File: src/rtl/pf_pkg.sv
package pf_pkg;

  typedef enum logic [2:0] {
    LS_I = 3'd0, LS_S = 3'd1, LS_F = 3'd2, LS_E = 3'd3,
    LS_O = 3'd4, LS_D = 3'd5, LS_M = 3'd6
  } line_st_e;

  typedef enum logic [1:0] {
    FL_NONE = 2'd0, FL_DIRECT = 2'd1, FL_MCAST = 2'd2, FL_BCAST = 2'd3
  } flow_e;

  typedef enum logic [2:0] {
    S_IDLE, S_LOOK, S_VPRB, S_VCOL, S_MEM, S_PRB, S_WAIT, S_CPL
  } fsm_e;

  function automatic flow_e pick_flow(input int cnt, input int mmax);
    if (cnt == 0)         return FL_NONE;
    else if (cnt == 1)    return FL_DIRECT;
    else if (cnt <= mmax) return FL_MCAST;
    else                  return FL_BCAST;
  endfunction

endpackage

File: src/rtl/pf_dir.sv
module pf_dir #(
  parameter int SETS = 16,
  parameter int TAGW = 12,
  parameter int NA   = 8,
  localparam int IDXW = $clog2(SETS),
  localparam int AGW  = $clog2(NA)
) (
  input  logic             clk,
  input  logic             rst_n,
  input  logic [IDXW-1:0]  rd_idx,
  output logic             rd_v,
  output logic [TAGW-1:0]  rd_tag,
  output pf_pkg::line_st_e rd_st,
  output logic [AGW-1:0]   rd_own,
  output logic [NA-1:0]    rd_sh,
  input  logic             wr_en,
  input  logic [IDXW-1:0]  wr_idx,
  input  logic [TAGW-1:0]  wr_tag,
  input  pf_pkg::line_st_e wr_st,
  input  logic [AGW-1:0]   wr_own,
  input  logic [NA-1:0]    wr_sh
);
  logic             v_q   [SETS];
  logic [TAGW-1:0]  tag_q [SETS];
  pf_pkg::line_st_e st_q  [SETS];
  logic [AGW-1:0]   own_q [SETS];
  logic [NA-1:0]    sh_q  [SETS];

  for (genvar g = 0; g < SETS; g++) begin : g_set
    always_ff @(posedge clk) begin
      if (!rst_n) begin
        v_q[g] <= 1'b0;
      end else if (wr_en && wr_idx == IDXW'(g)) begin
        v_q[g]   <= 1'b1;
        tag_q[g] <= wr_tag;
        st_q[g]  <= wr_st;
        own_q[g] <= wr_own;
        sh_q[g]  <= wr_sh;
      end
    end
  end

  assign rd_v   = v_q[rd_idx];
  assign rd_tag = tag_q[rd_idx];
  assign rd_st  = st_q[rd_idx];
  assign rd_own = own_q[rd_idx];
  assign rd_sh  = sh_q[rd_idx];
endmodule

File: src/rtl/pf_policy.sv
module pf_policy #(
  parameter int NA        = 8,
  parameter int MCAST_MAX = 3,
  localparam int AGW  = $clog2(NA),
  localparam int CNTW = $clog2(NA + 1)
) (
  input  logic             hit,
  input  pf_pkg::line_st_e st,
  input  logic [AGW-1:0]   own,
  input  logic [NA-1:0]    sh,
  input  logic [AGW-1:0]   agent,
  input  logic             excl,
  output logic [NA-1:0]    mask,
  output pf_pkg::flow_e    flow,
  output logic             inval,
  output logic [CNTW-1:0]  need,
  output pf_pkg::line_st_e grant,
  output pf_pkg::line_st_e n_st,
  output logic [AGW-1:0]   n_own,
  output logic [NA-1:0]    n_sh
);
  import pf_pkg::*;
  logic [NA-1:0]   reqbit, holders, tgt;
  line_st_e        cur;
  logic [CNTW-1:0] tcnt;

  always_comb begin
    reqbit  = NA'(1) << agent;
    holders = hit ? sh : '0;
    cur     = hit ? st : LS_I;
    tgt     = holders & ~reqbit;
    tcnt    = CNTW'($countones(tgt));
    flow    = pick_flow(int'(tcnt), MCAST_MAX);
    mask    = (flow == FL_BCAST) ? ~reqbit : tgt;
    need    = CNTW'($countones(mask));
    inval   = 1'b0;
    n_own   = agent;
    n_sh    = holders | reqbit;
    if (excl) begin
      inval = 1'b1;
      grant = (cur inside {LS_M, LS_O, LS_D}) ? LS_D : LS_M;
      n_sh  = reqbit;
    end else begin
      case (cur)
        LS_I:       begin grant = LS_E; n_sh = reqbit; end
        LS_M, LS_O: begin grant = LS_S; n_own = own; end
        LS_D:       begin grant = LS_D; inval = 1'b1; n_sh = reqbit; end
        default:    grant = LS_F;
      endcase
    end
    n_st = excl ? grant : (grant == LS_S) ? LS_O : grant;
  end
endmodule

File: src/rtl/pf_combine.sv
module pf_combine #(
  parameter int DW   = 32,
  parameter int CNTW = 4
) (
  input  logic            clk,
  input  logic            rst_n,
  input  logic            load,
  input  logic [CNTW-1:0] need_in,
  input  logic            rsp_fire,
  input  logic            rsp_dirty,
  input  logic [DW-1:0]   rsp_data,
  input  logic            mem_fire,
  input  logic [DW-1:0]   mem_data,
  output logic            rsp_done,
  output logic            all_done,
  output logic [DW-1:0]   out_data
);
  logic [CNTW-1:0] need_q, got_q;
  logic            mem_got_q, dirty_got_q;
  logic [DW-1:0]   dirty_q, mem_q;

  always_ff @(posedge clk) begin
    if (!rst_n) begin
      need_q <= '0; got_q <= '0; mem_got_q <= 1'b0; dirty_got_q <= 1'b0;
    end else if (load) begin
      need_q <= need_in; got_q <= '0; mem_got_q <= 1'b0; dirty_got_q <= 1'b0;
    end else begin
      if (rsp_fire) begin
        got_q <= got_q + 1'b1;
        if (rsp_dirty) begin
          dirty_got_q <= 1'b1;
          dirty_q     <= rsp_data;
        end
      end
      if (mem_fire) begin
        mem_got_q <= 1'b1;
        mem_q     <= mem_data;
      end
    end
  end

  assign rsp_done = (got_q == need_q);
  assign all_done = rsp_done && mem_got_q;
  assign out_data = dirty_got_q ? dirty_q : mem_q;
endmodule

File: src/rtl/pf_home.sv
module pf_home #(
  parameter int NA        = 8,
  parameter int AW        = 16,
  parameter int DW        = 32,
  parameter int SETS      = 16,
  parameter int MCAST_MAX = 3,
  localparam int AGW  = $clog2(NA),
  localparam int IDXW = $clog2(SETS),
  localparam int TAGW = AW - IDXW,
  localparam int CNTW = $clog2(NA + 1)
) (
  input  logic           clk,
  input  logic           rst_n,
  input  logic           req_valid,
  output logic           req_ready,
  input  logic [AW-1:0]  req_addr,
  input  logic [AGW-1:0] req_agent,
  input  logic           req_excl,
  output logic           prb_valid,
  input  logic           prb_ready,
  output logic [AW-1:0]  prb_addr,
  output logic [NA-1:0]  prb_mask,
  output logic           prb_inval,
  output logic [1:0]     prb_flow,
  input  logic           rsp_valid,
  output logic           rsp_ready,
  input  logic           rsp_dirty,
  input  logic [DW-1:0]  rsp_data,
  output logic           mem_rd_valid,
  input  logic           mem_rd_ready,
  output logic [AW-1:0]  mem_rd_addr,
  input  logic           mem_rsp_valid,
  output logic           mem_rsp_ready,
  input  logic [DW-1:0]  mem_rsp_data,
  output logic           cpl_valid,
  input  logic           cpl_ready,
  output logic [AGW-1:0] cpl_agent,
  output logic [AW-1:0]  cpl_addr,
  output logic [DW-1:0]  cpl_data,
  output logic [2:0]     cpl_grant,
  output logic [1:0]     cpl_flow
);
  import pf_pkg::*;

  fsm_e           st_q;
  logic [AW-1:0]  r_addr;
  logic [AGW-1:0] r_agent;
  logic           r_excl;
  // registered directory read (lookup stage)
  logic           e_v;
  logic [TAGW-1:0] e_tag;
  line_st_e       e_st;
  logic [AGW-1:0] e_own;
  logic [NA-1:0]  e_sh;
  // dir array outputs
  logic           d_v;
  logic [TAGW-1:0] d_tag;
  line_st_e       d_st;
  logic [AGW-1:0] d_own;
  logic [NA-1:0]  d_sh;
  // chosen probe and result
  logic [NA-1:0]  p_mask;
  logic [AW-1:0]  p_addr;
  logic           p_inval;
  flow_e          p_flow;
  line_st_e       g_grant, n_st_q;
  logic [AGW-1:0] n_own_q;
  logic [NA-1:0]  n_sh_q;
  logic           mem_pend;

  logic [IDXW-1:0] r_idx;
  logic [TAGW-1:0] r_tag;
  logic            hit, victim;
  logic [CNTW-1:0] v_cnt, v_need, pol_need, need_sel;
  logic [NA-1:0]   v_mask, pol_mask, pol_nsh;
  flow_e           v_flow, pol_flow;
  logic            pol_inval;
  line_st_e        pol_grant, pol_nst;
  logic [AGW-1:0]  pol_nown;
  logic            rsp_done, all_done, rsp_fire, mem_fire;

  assign r_idx  = r_addr[IDXW-1:0];
  assign r_tag  = r_addr[AW-1:IDXW];
  assign hit    = e_v && (e_tag == r_tag);
  assign victim = e_v && !hit;
  assign v_cnt  = CNTW'($countones(e_sh));
  assign v_flow = pick_flow(int'(v_cnt), MCAST_MAX);
  assign v_mask = (v_flow == FL_BCAST) ? '1 : e_sh;
  assign v_need = CNTW'($countones(v_mask));
  assign need_sel = victim ? v_need : pol_need;

  pf_dir #(.SETS(SETS), .TAGW(TAGW), .NA(NA)) u_dir (
    .clk, .rst_n,
    .rd_idx (req_addr[IDXW-1:0]),
    .rd_v (d_v), .rd_tag (d_tag), .rd_st (d_st), .rd_own (d_own), .rd_sh (d_sh),
    .wr_en  (st_q == S_CPL && cpl_ready),
    .wr_idx (r_idx), .wr_tag (r_tag), .wr_st (n_st_q), .wr_own (n_own_q), .wr_sh (n_sh_q)
  );

  pf_policy #(.NA(NA), .MCAST_MAX(MCAST_MAX)) u_pol (
    .hit, .st (e_st), .own (e_own), .sh (e_sh), .agent (r_agent), .excl (r_excl),
    .mask (pol_mask), .flow (pol_flow), .inval (pol_inval), .need (pol_need),
    .grant (pol_grant), .n_st (pol_nst), .n_own (pol_nown), .n_sh (pol_nsh)
  );

  assign rsp_ready = (st_q == S_VCOL || st_q == S_WAIT) && !rsp_done;
  assign rsp_fire  = rsp_valid && rsp_ready;
  assign mem_rsp_ready = mem_pend;
  assign mem_fire  = mem_rsp_valid && mem_pend;

  pf_combine #(.DW(DW), .CNTW(CNTW)) u_cmb (
    .clk, .rst_n,
    .load (st_q == S_LOOK), .need_in (need_sel),
    .rsp_fire, .rsp_dirty, .rsp_data,
    .mem_fire, .mem_data (mem_rsp_data),
    .rsp_done, .all_done, .out_data (cpl_data)
  );

  always_ff @(posedge clk) begin
    if (!rst_n) begin
      st_q <= S_IDLE; mem_pend <= 1'b0; e_v <= 1'b0;
    end else begin
      if (mem_fire) mem_pend <= 1'b0;
      case (st_q)
        S_IDLE: if (req_valid) begin
          r_addr <= req_addr; r_agent <= req_agent; r_excl <= req_excl;
          e_v <= d_v; e_tag <= d_tag; e_st <= d_st; e_own <= d_own; e_sh <= d_sh;
          st_q <= S_LOOK;
        end
        S_LOOK: if (victim) begin
          p_mask <= v_mask; p_addr <= {e_tag, r_idx}; p_inval <= 1'b1; p_flow <= v_flow;
          st_q <= S_VPRB;
        end else begin
          p_mask <= pol_mask; p_addr <= r_addr; p_inval <= pol_inval; p_flow <= pol_flow;
          g_grant <= pol_grant; n_st_q <= pol_nst; n_own_q <= pol_nown; n_sh_q <= pol_nsh;
          st_q <= S_MEM;
        end
        S_VPRB: if (prb_ready) st_q <= S_VCOL;
        S_VCOL: if (rsp_done) begin e_v <= 1'b0; st_q <= S_LOOK; end
        S_MEM:  if (mem_rd_ready) begin
          mem_pend <= 1'b1;
          st_q <= (p_mask != '0) ? S_PRB : S_WAIT;
        end
        S_PRB:  if (prb_ready) st_q <= S_WAIT;
        S_WAIT: if (all_done) st_q <= S_CPL;
        S_CPL:  if (cpl_ready) st_q <= S_IDLE;
        default: st_q <= S_IDLE;
      endcase
    end
  end

  assign req_ready    = (st_q == S_IDLE);
  assign prb_valid    = (st_q == S_VPRB) || (st_q == S_PRB);
  assign prb_addr     = p_addr;
  assign prb_mask     = p_mask;
  assign prb_inval    = p_inval;
  assign prb_flow     = p_flow;
  assign mem_rd_valid = (st_q == S_MEM);
  assign mem_rd_addr  = r_addr;
  assign cpl_valid    = (st_q == S_CPL);
  assign cpl_agent    = r_agent;
  assign cpl_addr     = r_addr;
  assign cpl_grant    = g_grant;
  assign cpl_flow     = p_flow;
endmodule

File: config.mk
export PLATFORM = sky130hd
export DESIGN_NAME = pf_home
export DESIGN_NICKNAME = d
export VERILOG_FILES = /design/src/rtl/pf_pkg.sv /design/src/rtl/pf_dir.sv /design/src/rtl/pf_policy.sv /design/src/rtl/pf_combine.sv /design/src/rtl/pf_home.sv
export SDC_FILE = /design/constraint.sdc
export NUM_CORES = 1
export LEC_CHECK = 0
export BUFFER_PORTS_ARGS = -buffer_cell sky130_fd_sc_hd__buf_2
export CORE_MARGIN = 5
export CORE_UTILIZATION = 62
export CTS_BUF_LIST = sky130_fd_sc_hd__clkbuf_8
export CTS_CLUSTER_DIAMETER = 120
export DETAILED_ROUTE_END_ITERATION = 10
export GPL_ROUTABILITY_DRIVEN = 0
export HOLD_SLACK_MARGIN = 0.12
export PLACE_DENSITY = 0.83
export SETUP_SLACK_MARGIN = 0.05
export SLEW_MARGIN = 20
export SYNTH_ARGS = -nofsm -noshare
export SYNTH_HDL_FRONTEND = slang
export SYNTH_SLANG_ARGS = --single-unit
export TNS_END_PERCENT = 50
File: constraint.sdc
create_clock -name clk -period 9.3 [get_ports clk]
set_input_delay 1.395 -clock clk [delete_from_list [all_inputs] [get_ports clk]]
set_output_delay 1.395 -clock clk [all_outputs]
set_load 0.01 [all_outputs]
== Word-level counts from Yosys, hierarchy flattened ==
Memory sizes are Yosys's and may differ from the RTL's. A register that Yosys moved wholly into a read port is not among the register bits.
Cells that the tools add are included.

* Register bits: 140
* Bits in latches: 0
* Memory bits (writable): 384
* Bits in read-only memories: 0
* Bits of input ports: 93
* Output and inout port bits: 105
* Word-level logic and storage cells: 447
* Memories: 4

{| class="wikitable"
|+ Memory list
! name !! depth !! width !! rd ports !! clocked after Yosys merged registers in !! write ports !! RTL line !! source
|-
| u_dir.tag_q || 16 || 12 || 1 || 1 || 1 || pf_dir.sv:24 || <nowiki>logic [TAGW-1:0] tag_q [SETS];</nowiki>
|-
| u_dir.sh_q || 16 || 8 || 1 || 1 || 1 || pf_dir.sv:27 || <nowiki>logic [NA-1:0] sh_q [SETS];</nowiki>
|-
| u_dir.st_q || 16 || 3 || 1 || 1 || 1 || pf_dir.sv:25 || <nowiki>pf_pkg::line_st_e st_q [SETS];</nowiki>
|-
| u_dir.v_q || 16 || 1 || 1 || 0 || 16 || pf_dir.sv:23 || <nowiki>logic v_q [SETS];</nowiki>
|}

* $add $sub $neg: 29
* Multipliers: 0
* Div/mod/pow operators: 0
* Magnitude comparators: 2
* Equality and inequality tests: 39
* Shifts and indexed selects: 1
* Muxes and demuxes: 239
* Bitwise logic cells: 22
* Reduce and logical (&&, ||, !) cells: 92

{| class="wikitable"
|+ Operator list
! operator !! number
|-
| 4-bit 2-to-1 mux || 46
|-
| 12-bit 2-to-1 mux || 15
|-
| 12-bit OR reduction || 15
|-
| 8-bit 2-to-1 mux || 21
|-
| 8-bit OR reduction || 15
|-
| 1-bit 2-to-1 mux || 118
|-
| 3-bit 2-to-1 mux || 27
|-
| 3-bit OR reduction || 15
|-
| 1-bit by 1-bit adder with 2-bit output || 16
|-
| 4-bit == test, second input constant || 8
|-
| 32-bit 2-to-1 mux || 1
|-
| 4-bit adder || 6
|-
| 3-bit case mux with 8 select lines || 1
|-
| 1-bit logical AND || 23
|-
| 3-bit == test, second input constant || 7
|-
| 4-bit by 2-bit == test with 1-bit output, second input constant || 4
|-
| 4-bit by 3-bit == test with 1-bit output, second input constant || 4
|-
| 16-bit 2-to-1 mux || 1
|-
| 1-bit OR || 16
|-
| 2-bit 2-to-1 mux || 7
|-
| 2-bit by 2-bit adder with 3-bit output || 4
|-
| 12-bit == test || 1
|-
| 4-bit zero test || 3
|-
| 3-bit AND reduction || 4
|-
| 27 further kinds || 46
|}

== Longest topological paths before layout ==
Gate-level depths: netlist (run 1).

* Depth after elaboration: 22
* Gate-level depth with buffers: 27
* Depth with buffers taken out: 24

== Hierarchy ==
A second synthesis (run 1) with hierarchy kept.

* Cell total of the unflattened synthesis: 1247
* Area total of the unflattened synthesis: 24213.2 um^2

{| class="wikitable"
|+ Modules (own cells, without submodules)
! module !! instances !! cells each !! area each (um^2) !! seq. area each (um^2)
|-
| pf_dir || 1 || 711 || 16479.6 || 12962.4
|-
| pf_home || 1 || 280 || 4187.8 || 2802.7
|-
| pf_combine || 1 || 147 || 2746.4 || 2122.0
|-
| pf_policy || 1 || 109 || 799.5 || 0.0
|}

== Least setup slack after synthesis (run 1) ==
Ideal clock, no wire load.

* Kind: register -> register
* Start: register r_addr[10] (netlist: cpl_addr[10])
* End: register u_cmb.need_q[2]
* Library setup time: 0.132 ns
* Arrival time: 6.666 ns
* Required time: 9.168 ns
* Path slack: 2.502 ns
* Cell stages (with the launch flop): 26
* Buffers on the path: 3
* Period minus slack after synthesis: 6.798 ns
* Cells stage by stage: edfxtp_1 > xnor2_1 > nand4_1 > nor3_1 > buf_4 > buf_2 > nand3_1 > nor2_1 > ha_1 > fa_1 > fa_1 > ha_1 > fa_1 > nor2_1 > clkbuf_1 > a21oi_1 > ha_1 > inv_1 > fa_1 > inv_1 > fa_1 > ha_1 > fa_1 > or3_1 > o211ai_1 > a21oi_1

* Word-level cells in the longest chain between the ends: 17
* Elaborated cells between the ends (all ways): 29
* Those cells by class: 14 x add/sub; 1 x order compare; 3 x eq/ne; 6 x mux; 1 x bitwise; 4 x reduce/logical

{| class="wikitable"
|+ Ends and longest elaborated chain
! item !! RTL line !! source
|-
| start: declaration || pf_home.sv:46 || <nowiki>logic [AW-1:0] r_addr;</nowiki>
|-
| start signal: assignment || pf_home.sv:126 || <nowiki>r_addr <= req_addr; r_agent <= req_agent; r_excl <= req_excl;</nowiki>
|-
| 12-bit == test * || pf_home.sv:84 || <nowiki>assign hit = e_v && (e_tag == r_tag);</nowiki>
|-
| 1-bit logical AND * || pf_home.sv:84 ||
|-
| 8-bit 2-to-1 mux || pf_policy.sv:29 || <nowiki>holders = hit ? sh : '0;</nowiki>
|-
| 8-bit AND || pf_policy.sv:31 || <nowiki>tgt = holders & ~reqbit;</nowiki>
|-
| 1-bit by 1-bit adder with 2-bit output (not written as such) || pf_policy.sv:32 || <nowiki>tcnt = CNTW'($countones(tgt));</nowiki>
|-
| 4-bit adder (not written as such) (2 in series) || pf_policy.sv:32 ||
|-
| 4-bit by 2-bit less-or-equal comparator with 1-bit output || pf_pkg.sv:19 || <nowiki>else if (cnt <= mmax) return FL_MCAST;</nowiki>
|-
| 1-bit 2-to-1 mux || pf_pkg.sv:19 ||
|-
| 2-bit 2-to-1 mux || pf_pkg.sv:18 || <nowiki>else if (cnt == 1) return FL_DIRECT;</nowiki>
|-
| 2-bit 2-to-1 mux || pf_pkg.sv:17 || <nowiki>if (cnt == 0) return FL_NONE;</nowiki>
|-
| 2-bit == test || pf_policy.sv:34 || <nowiki>mask = (flow == FL_BCAST) ? ~reqbit : tgt;</nowiki>
|-
| 8-bit 2-to-1 mux || pf_policy.sv:34 ||
|-
| 1-bit by 1-bit adder with 2-bit output (not written as such) || pf_policy.sv:35 || <nowiki>need = CNTW'($countones(mask));</nowiki>
|-
| 4-bit adder (not written as such) (2 in series) || pf_policy.sv:35 ||
|-
| 4-bit 2-to-1 mux * || pf_home.sv:90 || <nowiki>assign need_sel = victim ? v_need : pol_need;</nowiki>
|-
| end signal: assignment || pf_combine.sv:24 || <nowiki>need_q <= '0; got_q <= '0; mem_got_q <= 1'b0; dirty_got_q <= 1'b0;</nowiki>
|-
| end signal: assignment || pf_combine.sv:26 || <nowiki>need_q <= need_in; got_q <= '0; mem_got_q <= 1'b0; dirty_got_q <= 1'b0;</nowiki>
|-
| end: declaration || pf_combine.sv:18 || <nowiki>logic [CNTW-1:0] need_q, got_q;</nowiki>
|}

Every way passes the cells marked *; elsewhere a longest branch is shown, timed or not.
A chain may end at the register's enable or synchronous reset.

== Worst setup path after layout (run 1) ==
* Start: register r_addr[15] (netlist: cpl_addr[15])
* End: register u_cmb.need_q[2]

Same word-level chain as after synthesis.

==> results by group, run 1 <==
Floorplan
  – Starting Density: 0.625
  – FP Rows: 69
  – Die Height: around 200 microns
  – Total die area: roughly 0.04 sq mm
  – Chip Width: about 200 microns
  – Core area: around 0.035 sq mm
  – I/O pin total: 198

Logic synthesis
  – Sequential fraction of the synthesis area: 0.734
  – Most common cell in the netlist: edfxtp_1
  – Synth top area share: 0.719
  – Synthesized cell area: ~0.022 sq mm
  – Yosys reg bits: 546
  – Ys Warns: 0
  – Async set-reset flop share out of synthesis: 0
  – Synthesized area per cell: approximately 20 sq um
  – Syn Inst Count: about 1100
  – Syn nets: around 1200
  – Post-synth top cells: edfxtp_1, mux4_2, nor2_1
  – Prevailing post-synth register cell: edfxtp_1
  – EDFF count, synth: 530
  – Yosys cell types: 55
  – Cell taking the most area after synthesis: edfxtp_1
  – Synth top area cells: edfxtp_1, mux4_2, mux2_2

Timing
  – Hold_ws: approximately 0.47 ns
  – Hold Violations, Final: 0
  – Worst Skew: 0.0329 ns
  – Slew Viols, Final: 0
  – Max-slew headroom: 0.274
  – Tcrit/Tclk final: 0.812
  – Worst-Margin Slew: 1.09 ns
  – RSZ-0062 raised after global routing: false
  – Highest Clock Rate: 0.133 GHz
  – Setup-failing EPs final: 0
  – Setup TNS: 0 ns
  – Final critical-path required period: ~7.5 ns

Setup path
  – Worst Setup EP: u_cmb.need_q[2]
  – Critical Path Start Type: flip-flop
  – Crit Path Category: reg2reg
  – R2R depth: 23
  – CP cell instances: xnor2_1 > nand4_1 > nor3_2 > nand3_1 > nor2_1 > ha_1 > fa_1 > fa_1 > ha_1 > fa_1 > nor2_1 > buf_4 > a21oi_1 > ha_1 > inv_1 > fa_1 > inv_1 > fa_1 > ha_1 > fa_1 > or3_1 > o211ai_1 > a21oi_1
  – FF-to-FF End: u_cmb.need_q[2]
  – CP required: between 9 and 10 ns
  – R2r setup slk: about 1.8 ns
  – Worst R2R Start: cpl_addr[15]
  – Buf+Inv Stages, Crit Path: 3
  – WP data arrival: 8.02 ns
  – Slowest stage delay, CP: slightly below 0.8 ns
  – WP depth: 23
  – Crit path max fanout: 20
  – Worst Setup SP: cpl_addr[15]
  – Crit-path slowest cell: nor3_2
  – Worst path top cell family by delay: adder cells
  – CP Capture Type: flip-flop
  – Crit path top cell by count: fa_1

GRT
  – Global-route wire length before repair: between 70000 and 80000 microns
  – GRT overflow: 0
  – Largest net degree at the start of global routing: 52
  – Vias in the first global route: approximately 12000
  – Initial antenna violation count: 0
  – Tot GR Track Use: 0.257

Clock tree
  – Post_cts resized: 0
  – Clock sinks: ~550
  – Clk buf depth: 3
  – Clock transition at the registers of the reported paths: 0.06 ns
  – Clock Latency Late Sink: roughly 0.64 ns
  – H-tree lvl count: 3
  – Clock Root Buffer: clkbuf_8
  – CTS tree: built
  – Hold_buf cts: 0
  – CTS buffer count: 83
  – Postcts setup bufs: 0

Routing
  – Vias/cell: between 6 and 7
  – Drt initial violations: 1309
  – Drt wl/cell: between 20 and 30 microns
  – Routed Antenna Nets: 0
  – WL final: ~51000 microns
  – Drt first pass iters: 6
  – Drt drc: 0
  – Routed vias: 11900

Power
  – LEAKAGE: roughly 8.7 nW
  – Max VDD drop: ~140 uV
  – Power Density: between 200 and 250 mW/mm^2
  – Combinational share of power: 0.110
  – Switching share of power: 0.249
  – Sw power: approximately 1.3 mW
  – Reg power frac: 0.545
  – Power share of the clock group: 0.345
  – P_int: 4.02 mW

Cells and area
  – Nets: roughly 1500
  – Number of inserted diodes: 0
  – P&R area growth vs syn: 13.3%
  – Share of layout cells above drive strength 1: 0.372

Min path
  – Hold Path Class: reg2reg

Placed design
  – Placed wire-length estimate: around 30000 microns
  – IO Port Bufs: roughly 200

Run
  – Max-cap violations: 0

Status
  – Run status: completed
## stage by stage
step / setup slack (ns) / area, sq um / cells / total power, mW / util
finish: 1.75 / 25100 / 1871 / 5.36 / 0.708
floorplan: 2.50 / 22100 / 1110 / 3.35 / -
CTS: 1.82 / 25100 / 1871 / 5.39 / 0.708
global placement: 2.19 / 23500 / 1724 / 3.53 / 0.664
global route: 1.44 / 25100 / 1871 / 5.58 / 0.708
detailed placement: 1.86 / 23500 / 1724 / 3.55 / 0.664
## registers in the layout, summed over array words and instances, names as in the netlist, 2 cells and up
name           count
u_dir.v_q         16
u_cmb.need_q       4
n_st_q             2
prb_addr          16
cpl_grant          3
u_dir.tag_q      192
u_cmb.got_q        4
n_sh_q             8
e_tag             12
e_sh               8
u_cmb.dirty_q     32
cpl_flow           2
e_st               3
cpl_addr          16
cpl_agent          3
st_q               3
u_dir.st_q        48
prb_mask           8
u_dir.sh_q       128
u_cmb.mem_q       32
## cells by family (layout without fill, tap and decap cells)
logic type,Yosys count,count (layout),synth area share
buf+inv,103,403,0.0254
flops,546,546,0.734
mux,174,174,0.149
fa+ha+maj,35,35,0.0252
xor+xnor,20,20,0.00792
compound gates,83,83,0.0261
simple gates,149,149,0.0329
## cell usage in the layout (no fill, tap or decap), types with 4 or more instances in the layout
master    synthesis  final
nor3_1            5      4
nand4_1           7      7
or2_2            12     12
nand2_1          17     17
clkbuf_8          0     87
dfxtp_1          16     15
inv_1            32     66
clkinv_1          1     15
buf_2            11    195
nor2_2            0     18
fa_1             16     16
a221oi_1          8      8
o21ai_0          20     20
mux2i_1           9      9
a21o_1           10     10
nand3_1          12     12
nor2_1           62     42
and3_1            5      5
mux2_2           45     45
nor2b_1           6      6
edfxtp_1        530    530
nand2b_1          6      6
ha_1             19     19
buf_4            22     27
xnor2_1          17     17
a21oi_1          20     20
or3_1             5      5
a211oi_1          4      4
mux4_2          119    119
nor3b_1           4      4
## worst register-to-register path: cells and delay by family (launching register included)
kind / cells / cell delay, ns
xor+xnor: 1 / 0.41
simple gates: 6 / 2.01
compound gates: 3 / 0.28
buf+inv: 3 / 0.40
flops: 1 / 0.63
fa+ha+maj: 10 / 3.68
## final cells by class
class,count,area (sq um)
clock buffer,87,1200
clock inverter,60,353
timing repair buffer,223,1190
tap,461,577
multi-input combinational,461,5390
inverter,33,124
fill,2036,10300
sequential,546,16200
## worst min-delay path by stage
stage / slack [ns] / to / from / cells past startpoint
floorplan: 0.43 / u_dir.v_q[8] / u_dir.v_q[8] / 1
global placement: 0.44 / u_dir.v_q[8] / u_dir.v_q[8] / 1
detailed placement: 0.46 / u_dir.v_q[8] / u_dir.v_q[8] / 1
global route: 0.49 / u_dir.v_q[8] / u_dir.v_q[8] / 1
CTS: 0.47 / u_dir.v_q[8] / u_dir.v_q[8] / 1
finish: 0.47 / u_dir.v_q[8] / u_dir.v_q[8] / 1
## power by group through the flow
stage | Sequential [mW] | Clock (mW) | Combinational (mW)
after floorplan | 2.94 | 0 | 0.407
after global placement | 2.96 | 0 | 0.567
after detailed placement | 2.97 | 0 | 0.585
after CTS | 2.92 | 1.88 | 0.595
after global routing | 2.93 | 2.00 | 0.647
final | 2.92 | 1.85 | 0.591
## routing by layer
| layer | track usage | vias to the layer above | wire, microns |
|---|---|---|---|
| li1 | - | 4932 | - |
| met1 | 0.369 | 6030 | 18900 |
| met2 | 0.408 | 807 | 24800 |
| met3 | 0.0562 | 95 | 5950 |
| met4 | 0.0765 | 0 | 1140 |
| met5 | 0 | - | 0 |
Power figures use the tool's default switching activity.
==> run 2, diff against run 1 <==
==> constraint.sdc (replaced) <==
create_clock -name clk -period 7.1 [get_ports clk]
set_input_delay 1.065 -clock clk [delete_from_list [all_inputs] [get_ports clk]]
set_output_delay 1.065 -clock clk [all_outputs]
set_load 0.01 [all_outputs]
==> results by group, run 2 (synthesis results as in run 1) <==
Cells and area
  – Nets: 1494
  – Largest registers: u_dir.tag_q x192, u_dir.sh_q x128, u_dir.st_q x48
  – Largest Register: u_dir.tag_q
  – Most common cell after layout, fill and taps aside: edfxtp_1
  – Largest register FFs: approximately 190
  – P&R area growth vs syn: 13.6%
  – Most frequent cells in the layout: edfxtp_1, buf_2, mux4_2, clkbuf_8, inv_1
  – Share of layout cells above drive strength 1: 0.385
  – Finished Core Util: 0.710
  – Area of the multi-input gates: 0.00540 sq mm
  – Register area: between 0.015 and 0.02 sq mm
  – Fillcell total: between 2000 and 2500
  – Non-Filler Instances: roughly 1900

Clock tree
  – Clock sinks: roughly 550
  – Clk buf depth: 3
  – CTS tree: built
  – Clock transition at the registers of the reported paths: ~0.06 ns
  – CTS buffer count: between 80 and 90
  – H-tree lvl count: 3
  – Clock Root Buffer: clkbuf_8
  – Clock Latency Late Sink: 0.63 ns

Setup path
  – CP required: 7.58 ns
  – R2R depth: 23
  – FF-to-FF End: u_cmb.need_q[2]
  – Crit Path Category: reg2reg
  – CP Capture Type: flip-flop
  – Critical Path Start Type: flip-flop
  – R2r setup slk: between 0.5 and 0.6 ns
  – WP data arrival: between 7 and 8 ns
  – Worst R2R Start: cpl_addr[15]
  – Crit path max fanout: 9
  – Worst Setup SP: cpl_addr[15]

Timing
  – Setup-failing EPs final: 0
  – RSZ-0062 raised after global routing: false
  – Setup TNS: 0 ns
  – Max-slew headroom: 0.325
  – Worst Skew: 0.0226 ns
  – Slew Viols, Final: 0
  – Hold Violations, Final: 0
  – Highest Clock Rate: about 0.15 GHz
  – Final critical-path required period: around 6.6 ns
  – Tcrit/Tclk final: 0.924
  – Worst-Margin Slew: slightly above 1 ns

GRT
  – Largest net degree at the start of global routing: 70
  – Vias in the first global route: about 12000
  – GRT overflow: 0
  – Initial antenna violation count: 1
  – Tot GR Track Use: 0.253
  – Global-route wire length before repair: approximately 73000 microns

Floorplan
  – Starting Density: 0.625
  – Chip Width: about 200 microns
  – FP Rows: between 60 and 70
  – Die Height: slightly below 200 microns
  – Total die area: 0.0396 sq mm
  – I/O pin total: around 200
  – Core area: roughly 0.035 sq mm

Routing
  – Drt drc: 0
  – WL final: around 50000 microns
  – Routed vias: about 12000
  – Routed Antenna Nets: 0
  – Drt initial violations: around 1200
  – Drt wl/cell: approximately 26 microns
  – Vias/cell: 6.24
  – Drt first pass iters: 5

Power
  – Power share of the clock group: 0.334
  – Total power: ~6.9 mW
  – Combinational share of power: 0.118
  – Reg power frac: 0.549
  – Sw power: 1.74 mW
  – Max VDD drop: 157 uV
  – Power Density: around 280 mW/mm^2
  – P_int: between 5 and 6 mW
  – LEAKAGE: about 8.7 nW
  – Switching share of power: 0.251

Placed design
  – IO Port Bufs: about 200
  – DP Cell Count: 1741
  – Placed wire-length estimate: ~30000 microns

Min path
  – HP Start: u_dir.v_q[8]
  – Hold Path Cell Cnt: 1
  – Hold Path End: u_dir.v_q[8]
  – Hold Path Class: reg2reg

Run
  – Max-cap violations: 0

Status
  – Run status: completed
[run 2: cell count changes in the layout (fill, tap and decap cells not counted), sizes merged]
cell	change
bufinv	-3
clkinv	+12
inv	-10
buf	+17
clkbuf	+2
diode	+1
[run 2: layer usage]
metal	global-route usage	up-vias	wire length, microns
met1	0.350	5995	18400
met2	0.401	722	24300
li1	-	4972	-
met3	0.0671	107	5660
met5	0.0111	-	56
met4	0.0843	2	1390
[run 2: critical path, cell delays in order, from the launching register on]
cell	delay, ns
edfxtp_1	0.41
xnor2_1	0.30
nand4_1	0.24
nor3_2	0.22
buf_4	0.22
nand3_1	0.13
nor2_1	0.12
ha_1	0.19
fa_1	0.46
fa_1	0.50
ha_1	0.22
fa_1	0.44
nor2_2	0.37
a21oi_1	0.18
ha_1	0.31
inv_1	0.05
fa_1	0.38
inv_1	0.08
fa_1	0.42
ha_1	0.22
fa_1	0.45
or3_1	0.36
o211ai_1	0.10
a21oi_1	0.06
[run 2: final cells by class]
type / instances / share of cell area
tap: 461 / 0.0230
clock buffer: 88 / 0.0482
timing repair buffer: 241 / 0.0527
inverter: 33 / 0.00493
antenna: 1 / 0.0000996
sequential: 546 / 0.646
clock inverter: 59 / 0.0104
multi-input combinational: 461 / 0.215
[run 2: worst max path at each step]
stage	endpoint	slack [ns]	cells after the start
final	u_cmb.need_q[2]	0.54	23
after global routing	u_cmb.need_q[2]	0.14	25
after CTS	u_cmb.need_q[2]	0.25	23
after detailed placement	u_cmb.need_q[2]	0.23	23
after global placement	u_cmb.need_q[2]	0.61	25
after floorplan	u_cmb.need_q[2]	0.30	25
[run 2: power by group through the flow]
| stage | Sequential [mW] | Clock, mW | Combinational [mW] |
|---|---|---|---|
| CTS | 3.79 | 2.36 | 0.812 |
| global route | 3.80 | 2.52 | 0.903 |
| detailed placement | 3.86 | 0 | 0.806 |
| floorplan | 3.85 | 0 | 0.533 |
| global placement | 3.85 | 0 | 0.776 |
| finish | 3.79 | 2.31 | 0.813 |
[run 2: through the flow]
step	hold WS [ns]	worst slack, ns	area, sq um
3_5_place_dp	0.448	0.232	23600
3_3_place_gp	0.439	0.608	23600
2_1_floorplan	0.426	0.302	22100
4_1_cts	0.462	0.245	25100
6_report	0.462	0.538	25100
5_1_grt	0.486	0.138	25100
[run 2: repair_timing]
action	in CTS	in global routing
setup endpoints to repair	0	2
gates resized for setup	0	1
hold buffers	0	0
buffers inserted	0	1
==> run 3, diff against run 2 <==
--- a/config.mk
+++ b/config.mk
@@ -7,13 +7,12 @@
 export LEC_CHECK = 0
 export BUFFER_PORTS_ARGS = -buffer_cell sky130_fd_sc_hd__buf_2
 export CORE_MARGIN = 5
-export CORE_UTILIZATION = 62
+export CORE_UTILIZATION = 45
 export CTS_BUF_LIST = sky130_fd_sc_hd__clkbuf_8
 export CTS_CLUSTER_DIAMETER = 120
 export DETAILED_ROUTE_END_ITERATION = 10
 export GPL_ROUTABILITY_DRIVEN = 0
 export HOLD_SLACK_MARGIN = 0.12
-export PLACE_DENSITY = 0.83
 export SETUP_SLACK_MARGIN = 0.05
 export SLEW_MARGIN = 20
 export SYNTH_ARGS = -nofsm -noshare
==> results by group, run 3 (synthesis results as in run 1) <==
Cells and area
  – Final instance area: approximately 0.026 sq mm
  – Share of layout cells above drive strength 1: 0.380
  – Largest Register: u_dir.tag_q
  – Largest registers: u_dir.tag_q x192, u_dir.sh_q x128, u_dir.st_q x48
  – P&R area growth vs syn: 15.7%
  – Most common cell after layout, fill and taps aside: edfxtp_1
  – Finished Core Util: 0.525
  – Largest register FFs: 192
  – Nets: roughly 1500
  – Most frequent cells in the layout: edfxtp_1, buf_2, mux4_2, clkbuf_8, inv_1
  – Non-Filler Instances: 2101

Clock tree
  – Clock transition at the registers of the reported paths: about 0.060 ns
  – CTS buffer count: 88
  – Clock sinks: ~550
  – CTS tree: built
  – H-tree lvl count: 3
  – Hold_buf cts: 0
  – Clock Root Buffer: clkbuf_8
  – Clock Latency Late Sink: approximately 0.63 ns
  – Clk buf depth: 3

Setup path
  – CP required: 7.59 ns
  – Critical Path Start Type: flip-flop
  – Worst Setup SP: cpl_addr[15]
  – FF-to-FF End: u_cmb.need_q[2]
  – Worst R2R Start: cpl_addr[15]
  – R2r setup slk: about 0.47 ns
  – WP data arrival: slightly above 7 ns
  – Crit path max fanout: 11
  – Crit Path Category: reg2reg
  – R2R depth: 23
  – CP Capture Type: flip-flop

Routing
  – Drt drc: 0
  – Routed vias: roughly 12000
  – Drt first pass iters: 5
  – WL final: 51600 microns
  – Routed wl met3: between 4000 and 5000 microns
  – Routed length on met1: about 23000 microns
  – DR top layer: met4
  – Vias/cell: 5.48
  – Routed Antenna Nets: 0
  – Drt wl/cell: ~25 microns
  – Met2 WL: around 24000 microns
  – Drt initial violations: ~1200

Timing
  – Highest Clock Rate: about 0.15 GHz
  – Worst Skew: approximately 0.027 ns
  – Setup TNS: 0 ns
  – Hold Violations, Final: 0
  – Worst-Margin Slew: 1.03 ns
  – Fin worst setup slack: roughly 0.47 ns
  – Tcrit/Tclk final: 0.934
  – Max-slew headroom: 0.316
  – Hold_ws: between 0.4 and 0.5 ns
  – Slew Viols, Final: 0
  – RSZ-0062 raised after global routing: false
  – Final critical-path required period: ~6.6 ns
  – Setup-failing EPs final: 0

Floorplan
  – I/O pin total: just under 200
  – Die Height: around 230 microns
  – Chip Width: ~230 microns
  – Core area: between 0.04 and 0.05 sq mm
  – Total die area: about 0.054 sq mm
  – Starting Density: 0.454
  – FP Rows: just over 80

GRT
  – Global-route wire length before repair: about 76000 microns
  – Initial antenna violation count: 1
  – GRT overflow: 0
  – Vias in the first global route: ~12000
  – Largest net degree at the start of global routing: 60
  – Tot GR Track Use: 0.191

Placed design
  – Placement Setup Slack: 0.0576 ns
  – IO Port Bufs: slightly below 200
  – DP Cell Count: between 1500 and 2000
  – Cell Area, Placed: about 0.024 sq mm
  – Placed wire-length estimate: ~31000 microns

Min path
  – Hold Path End: u_dir.v_q[8]
  – Hold Path Class: reg2reg
  – HP Start: u_dir.v_q[8]
  – Hold Path Cell Cnt: 1

Power
  – Total power: ~7 mW
  – Power Density: 273 mW/mm^2
  – LEAKAGE: 8.83 nW
  – Max VDD drop: 164 uV

Status
  – Run status: completed

Run
  – Max-cap violations: 0
[run 3: cell count changes in the layout (fill, tap and decap cells not counted), sizes merged]
cell | before | now
bufinv | 0 | 1
clkinv | 31 | 23
clkbuf | 89 | 92
inv | 59 | 69
clkinvlp | 2 | 0
buf | 240 | 244
[run 3: final cells by class]
cell class                      instances  area (sq um)
Sequential cell                       546         16200
Inverter                               33           124
Antenna cell                            1          2.50
Multi-Input combinational cell        461          5430
Fill cell                            3891         23200
Timing Repair Buffer                  245          1460
Clock buffer                           91          1250
Tap cell                              664           831
Clock inverter                         60           267
[run 3: worst max path at each step]
stage | endpoint | slack, ns | cells after the start
CTS | u_cmb.need_q[2] | 0.09 | 21
global route | u_cmb.need_q[2] | 0.13 | 25
detailed placement | u_cmb.need_q[2] | 0.06 | 23
global placement | u_cmb.need_q[2] | 0.34 | 23
finish | u_cmb.need_q[2] | 0.47 | 23
floorplan | u_cmb.need_q[2] | 0.30 | 25
[run 3: timing repair]
action / in CTS / in global routing
endpoints found under the setup margin: 0 / 2
buffers inserted: 0 / 1
gates resized for setup: 0 / 2
[run 3: power breakdown]
part / leakage [nW] / switching (mW) / internal (mW)
Combinational: 3.05 / 0.465 / 0.346
Clock: 0.905 / 1.17 / 1.21
Sequential: 4.87 / 0.109 / 3.69
[run 3: critical path, stage by stage, from the launching register on]
cell	delay, ns
edfxtp_1	0.57
xnor2_2	0.29
nand4_1	0.22
nor3_2	0.22
buf_4	0.23
nand3_1	0.15
nor2_1	0.13
ha_1	0.18
fa_1	0.45
fa_1	0.49
ha_1	0.22
fa_1	0.45
nor2_2	0.32
a21oi_1	0.15
ha_1	0.30
inv_1	0.05
fa_1	0.40
inv_1	0.08
fa_1	0.42
ha_1	0.22
fa_1	0.44
or3_1	0.35
o211ai_1	0.10
a21oi_1	0.06
[run 3: metal layers]
metal / GRT usage / up-vias
li1: - / 4995
met5: 0 / -
met3: 0.0433 / 79
met2: 0.296 / 440
met4: 0.0427 / 0
met1: 0.281 / 6004
